$ cat config.mk
export PLATFORM = sky130hd
export DESIGN_NAME = iso_dio_regs
export DESIGN_NICKNAME = d
export VERILOG_FILES = /design/src/rtl/iso_dio_pkg.sv /design/src/rtl/iso_dio_sync.sv /design/src/rtl/iso_dio_cos.sv /design/src/rtl/iso_dio_outlat.sv /design/src/rtl/iso_dio_regs.sv
export SDC_FILE = /design/constraint.sdc
export NUM_CORES = 1
export LEC_CHECK = 0
export BUFFER_PORTS_ARGS = -buffer_cell sky130_fd_sc_hd__buf_4
export CORE_MARGIN = 2
export CORE_UTILIZATION = 30
export CTS_BUF_LIST = sky130_fd_sc_hd__clkbuf_16
export DETAILED_ROUTE_END_ITERATION = 10
export SYNTH_ARGS = -nofsm -noshare
export SYNTH_HDL_FRONTEND = slang
export SYNTH_SLANG_ARGS = --single-unit
export TNS_END_PERCENT = 20
$ cat constraint.sdc
create_clock -name clk -period 1.2 [get_ports clk]
set_input_delay 0.24 -clock clk [delete_from_list [all_inputs] [get_ports clk]]
set_output_delay 0.24 -clock clk [all_outputs]
set_load 0.1 [all_outputs]
$ cat src/rtl/iso_dio_pkg.sv
package iso_dio_pkg;
   localparam int REG_AW = 3;

   typedef enum logic [REG_AW-1:0] {
      A_OUT_LO = 3'd0,
      A_IN_LO  = 3'd1,
      A_IEN    = 3'd2,
      A_FILT   = 3'd3,
      A_OUT_HI = 3'd4,
      A_IN_HI  = 3'd5,
      A_STAT   = 3'd6,
      A_SPARE  = 3'd7
   } dio_reg_e;

   localparam int STAT_PEND_BIT = 2;
endpackage

$ cat src/rtl/iso_dio_sync.sv
module iso_dio_sync #(
   parameter int W      = 16,
   parameter int STAGES = 2
) (
   input  logic         clk,
   input  logic         rst_n,
   input  logic [W-1:0] async_in,
   output logic [W-1:0] sync_out,
   output logic [W-1:0] toggled
);
   if (STAGES < 2) begin : g_bad_stages
      $error("iso_dio_sync: STAGES must be at least 2");
   end

   logic [W-1:0] stage_q [STAGES];
   logic [W-1:0] prev_q;

   always_ff @(posedge clk) begin
      if (!rst_n) begin
         for (int s = 0; s < STAGES; s++) stage_q[s] <= '0;
         prev_q <= '0;
      end else begin
         stage_q[0] <= async_in;
         for (int s = 1; s < STAGES; s++) stage_q[s] <= stage_q[s-1];
         prev_q <= stage_q[STAGES-1];
      end
   end

   assign sync_out = stage_q[STAGES-1];
   assign toggled  = stage_q[STAGES-1] ^ prev_q;
endmodule

$ cat src/rtl/iso_dio_cos.sv
module iso_dio_cos #(
   parameter int W     = 16,
   parameter int GRP_W = 8
) (
   input  logic                 clk,
   input  logic                 rst_n,
   input  logic [W-1:0]         toggled,
   input  logic                 clr,
   input  logic                 ien,
   output logic [W/GRP_W-1:0]   grp_q,
   output logic                 pend_q
);
   localparam int NG = W / GRP_W;

   if (NG * GRP_W != W) begin : g_bad_grp
      $error("iso_dio_cos: W must be a multiple of GRP_W");
   end

   logic [NG-1:0] hit;
   logic [NG-1:0] grp_d;

   for (genvar g = 0; g < NG; g++) begin : g_grp
      assign hit[g] = |toggled[g*GRP_W +: GRP_W];
   end

   // a fresh edge wins over a clear in the same cycle
   assign grp_d = clr ? hit : (grp_q | hit);

   always_ff @(posedge clk) begin
      if (!rst_n) begin
         grp_q  <= '0;
         pend_q <= 1'b0;
      end else begin
         grp_q  <= grp_d;
         pend_q <= ien & (|grp_d);
      end
   end
endmodule

$ cat src/rtl/iso_dio_outlat.sv
module iso_dio_outlat #(
   parameter int W      = 16,
   parameter int LANE_W = 8
) (
   input  logic                  clk,
   input  logic                  rst_n,
   input  logic [W/LANE_W-1:0]   lane_we,
   input  logic [LANE_W-1:0]     wdata,
   output logic [W-1:0]          q
);
   localparam int NL = W / LANE_W;

   if (NL * LANE_W != W) begin : g_bad_lane
      $error("iso_dio_outlat: W must be a multiple of LANE_W");
   end

   for (genvar k = 0; k < NL; k++) begin : g_lane
      logic [LANE_W-1:0] lane_q;
      always_ff @(posedge clk) begin
         if (!rst_n)          lane_q <= '0;
         else if (lane_we[k]) lane_q <= wdata;
      end
      assign q[k*LANE_W +: LANE_W] = lane_q;
   end
endmodule

$ cat src/rtl/iso_dio_regs.sv
module iso_dio_regs
   import iso_dio_pkg::*;
#(
   parameter int BYTE_W      = 8,
   parameter int IN_W        = 16,
   parameter int OUT_W       = 16,
   parameter int SYNC_STAGES = 2
) (
   input  logic              clk,
   input  logic              rst_n,
   input  logic [REG_AW-1:0] bus_addr,
   input  logic              bus_rd,
   input  logic              bus_wr,
   input  logic [BYTE_W-1:0] bus_wdata,
   output logic [BYTE_W-1:0] bus_rdata,
   input  logic [IN_W-1:0]   pin_in,
   output logic [OUT_W-1:0]  pin_out,
   output logic              irq,
   output logic              filter_en
);
   localparam int NGRP  = IN_W / BYTE_W;
   localparam int NLANE = OUT_W / BYTE_W;

   if (IN_W != 2*BYTE_W || OUT_W != 2*BYTE_W) begin : g_bad_width
      $error("iso_dio_regs: map holds exactly two byte lanes per direction");
   end
   if (BYTE_W <= STAT_PEND_BIT) begin : g_bad_byte
      $error("iso_dio_regs: BYTE_W too small for status layout");
   end

   // access decode; a write strobe overrides a read strobe
   logic rd_ok;
   assign rd_ok = bus_rd && !bus_wr;

   logic ien_set, ien_clr, filt_set, filt_clr, cos_clr;
   assign ien_set  = rd_ok  && (bus_addr == A_IEN);
   assign ien_clr  = bus_wr && (bus_addr == A_IEN);
   assign filt_set = rd_ok  && (bus_addr == A_FILT);
   assign filt_clr = bus_wr && (bus_addr == A_FILT);
   assign cos_clr  = bus_wr && (bus_addr == A_IN_LO);

   logic ien_q, filt_q;
   always_ff @(posedge clk) begin
      if (!rst_n) begin
         ien_q  <= 1'b0;
         filt_q <= 1'b0;
      end else begin
         if (ien_clr)       ien_q <= 1'b0;
         else if (ien_set)  ien_q <= 1'b1;
         if (filt_clr)      filt_q <= 1'b0;
         else if (filt_set) filt_q <= 1'b1;
      end
   end
   assign filter_en = filt_q;

   // output lanes
   logic [NLANE-1:0] lane_we;
   for (genvar k = 0; k < NLANE; k++) begin : g_we
      localparam logic [REG_AW-1:0] LANE_ADDR = (k == 0) ? A_OUT_LO : A_OUT_HI;
      assign lane_we[k] = bus_wr && (bus_addr == LANE_ADDR);
   end

   iso_dio_outlat #(.W(OUT_W), .LANE_W(BYTE_W)) u_out (
      .clk     (clk),
      .rst_n   (rst_n),
      .lane_we (lane_we),
      .wdata   (bus_wdata),
      .q       (pin_out)
   );

   // input path
   logic [IN_W-1:0] in_sync, in_tog;
   iso_dio_sync #(.W(IN_W), .STAGES(SYNC_STAGES)) u_sync (
      .clk      (clk),
      .rst_n    (rst_n),
      .async_in (pin_in),
      .sync_out (in_sync),
      .toggled  (in_tog)
   );

   logic [NGRP-1:0] grp;
   logic            pend;
   iso_dio_cos #(.W(IN_W), .GRP_W(BYTE_W)) u_cos (
      .clk     (clk),
      .rst_n   (rst_n),
      .toggled (in_tog),
      .clr     (cos_clr),
      .ien     (ien_q),
      .grp_q   (grp),
      .pend_q  (pend)
   );
   assign irq = pend;

   // read mux
   always_comb begin
      bus_rdata = '0;
      case (bus_addr)
         A_OUT_LO: bus_rdata = pin_out[BYTE_W-1:0];
         A_OUT_HI: bus_rdata = pin_out[OUT_W-1:BYTE_W];
         A_IN_LO:  bus_rdata = in_sync[BYTE_W-1:0];
         A_IN_HI:  bus_rdata = in_sync[IN_W-1:BYTE_W];
         A_IEN:    bus_rdata[0] = ien_q;
         A_FILT:   bus_rdata[0] = filt_q;
         A_STAT: begin
            bus_rdata[NGRP-1:0]    = grp;
            bus_rdata[STAT_PEND_BIT] = pend;
         end
         default:  bus_rdata = '0;
      endcase
   end
endmodule

==> impl_metrics.py <==
metrics = {
    "place": {
        "globalplace.congestion": 0.782,
        "io_buffer_count": 56,
        "dpl.hpwl_um": 4210,
        "dp_cells": 428,
        "postPlaceCellArea_um2": 3530,
        "pre_cts_slack_ps": -492,
    },
    "setup_path": {
        "path_max_fanout": 2,
        "cp_data_required_time_ps": 960,
        "r2r_end": "u_cos.pend_q",
        "cp_slowest_cell": "mux4_2",
        "crit_chain": "mux4_2 > nor2_4 > a21oi_4 > buf_12",
        "cp-start-kind": "flop",
        "r2r-start": "u_sync.stage_q[0][27]",
        "arrival_ps": 1490,
        "r2r_slack_ps": -240,
        "critPathLaunch": "u_out.g_lane[1].lane_q[0]",
        "cp-end-kind": "output port",
        "rr_worst_depth": 6,
        "critPathKind": "flop to output port",
        "max_stage_delay_ps": 480,
    },
    "worst_hold_path": {
        "hold_path_end": "u_sync.stage_q[0][13]",
        "hold_path.class": "primary input to flop",
        "whs_path_depth": 2,
        "hp-start": "pin_in[13]",
    },
    "synthesis": {
        "netlist_area_um2": 2630,
        "syn_avg_cell_area_um2": 11.2,
        "syn-num-nets": 266,
        "ys.flop_type": "dfxtp_1",
        "syn_inst": 235,
        "ys_ff_latch": 69,
        "ys_types": 33,
        "synth_edf_count": 0,
        "ys_seq_area_frac": 0.525,
        "yosys.area.top_type": "dfxtp_1",
        "synth.top_cell.area_share": 0.525,
        "async_flop_share": 0,
        "netlist_top_cells_area": "dfxtp_1, and2_1, xor2_1",
        "ys_warn_count": 0,
    },
    "finish": {
        "final_cell_area_um2": 4340,
        "nNetsFinal": 364,
        "drive_above_1_share": 0.506,
        "stdcell_count": 446,
        "area_growth_pct": 64.8,
        "final_common_cell": "buf_4",
        "utilization": 0.505,
        "diodes": 0,
        "fillers": 772,
        "final_cell_mix": "buf_4, and2_1, dfxtp_1",
    },
    "floorplan": {
        "dieArea_um2": 9530,
        "start_util": 0.306,
        "core_um2": 8590,
        "ios": 57,
        "num_rows": 34,
        "die_x_um": 97.6,
        "die_h_um": 97.6,
    },
    "sta": {
        "finalClockSkew_ps": 3.52,
        "min_period_over_period": 1.44,
        "setup_viol": 12,
        "rsz0062_at_grt": "yes",
        "maxSlewHeadroom": 0.791,
        "final.min_clock_period_ps": 1730,
        "fmax_mhz": 578,
        "hold_viol": 0,
        "worst_pin_slew_ps": 311,
        "slew_viol_final": 0,
        "fin_ws_ps": -530,
    },
    "clock_network": {
        "clkSinkCount": 69,
        "cts_max_level": 3,
        "clk_path_buf_depth": 2,
        "ctsHoldBuffers": 0,
        "cts-root-buf": "clkbuf_16",
        "cts-buffers-inserted": 9,
        "cts_tree": "built",
        "clk_latency_ps": 330,
        "clk_pin_slew_ps": 60,
    },
    "routing": {
        "postRouteAntennaNets": 0,
        "dr.pass1.iters": 5,
        "drc": 0,
        "drt_iter0_markers": 19,
        "vias_per_cell": 4.24,
        "wire_per_inst_um": 13.3,
        "wirelength_um": 5920,
        "vias": 1893,
    },
    "pwr": {
        "p_int_uw": 4680,
        "power_density_nw_per_um2": 1400,
        "swShare": 0.231,
        "switchingPower_uw": 1410,
        "comb_power_share": 0.122,
        "cellLeakagePower_uw": 0.00186,
        "power_frac_seq": 0.395,
        "pwr-share-clk": 0.483,
        "peakVddDrop_uv": 643,
    },
    "global_routing": {
        "grt_pass1_vias": 1937,
        "grt_max_degree": 36,
        "grt_pass1_wl_um": 9690,
        "antenna_found_initial": 0,
        "gr-total-overflow": 0,
        "top_usage_layer": "met2",
        "met2_usage": 0.205,
        "grt_util_met1": 0.171,
        "grt.total_usage": 0.131,
        "met3_usage": 0.0432,
    },
    "job": {
        "cap_violations": 0,
    },
    "status": {
        "outcome": "complete, but fails checks",
        "violations": "negative setup slack",
    },
}
sequential cells by signal, indices dropped and copies added (netlist names):
register	count
filter_en	1
ien_q	1
u_cos.pend_q	1
u_sync.stage_q	32
u_sync.prev_q	16
u_cos.grp_q	2
u_out.g_lane.lane_q	16
critical path, delay by kind of cell (launching register included):
kind                   cells  cell delay [ps]
AO/OA/AOI/OAI              1               50
AND/OR/NAND/NOR            1              120
multiplexers               1              480
flip-flops                 1              340
buffers and inverters      1              180
worst max path at each step:
stage	to
5_1_grt	bus_rdata[0]
4_1_cts	bus_rdata[0]
3_3_place_gp	bus_rdata[6]
3_5_place_dp	bus_rdata[6]
6_report	bus_rdata[0]
2_1_floorplan	bus_rdata[2]
cell families after synthesis:
| group | share of synthesized area |
|---|---|
| compound gates | 0.0500 |
| xor+xnor | 0.0533 |
| buf+inv | 0.0343 |
| flops | 0.525 |
| mux | 0.109 |
| simple gates | 0.228 |
power by group through the flow:
stage / sequential [µW] / combinational, µW / clock, µW
after floorplan: 2540 / 310 / 0
after global placement: 2450 / 638 / 0
after detailed placement: 2460 / 643 / 0
after CTS: 2410 / 729 / 3010
after global routing: 2410 / 789 / 3120
final: 2410 / 742 / 2940
metrics by stage:
stage / total power (µW) / setup TNS (ps) / hold WS [ps]
detailed placement: 3100 / -8550 / 421
finish: 6090 / -4180 / 119
floorplan: 2850 / -3060 / 365
global route: 6320 / -4790 / 106
global placement: 3090 / -8110 / 420
CTS: 6150 / -4380 / 107
what timing repair did:
action | 4_1_cts | 5_1_grt
setup buffers | 2 | 0
resized for setup | 101 | 23
endpoints found under the setup margin | 29 | 42
pin swaps | 10 | 3
metal layers:
layer	wire length [µm]	up-vias
li1	-	967
met1	2760	874
met4	36	0
met5	0	-
met3	286	3
met2	2840	49
cell type report:
type	instances	area [µm²]	area share
clock buffer	10	250	0.0577
clock inverter	6	91.3	0.0211
inverter	1	3.75	0.000866
multi-input combinational	151	1220	0.282
sequential	69	1450	0.334
tap	108	135	0.0312
timing repair buffer	101	1180	0.273
synth_stat cells, drive strengths merged, types with 2 or more instances:
cell    count
a21boi      8
and2       55
buf         7
clkbuf      7
dfxtp      69
mux2i      11
mux4        7
nand2      20
nand2b      2
nand3       2
nor2        2
nor2b       8
nor3b       2
nor4        4
o221a       2
o31ai       3
xor2       16
(Power assumes the default switching activity.)
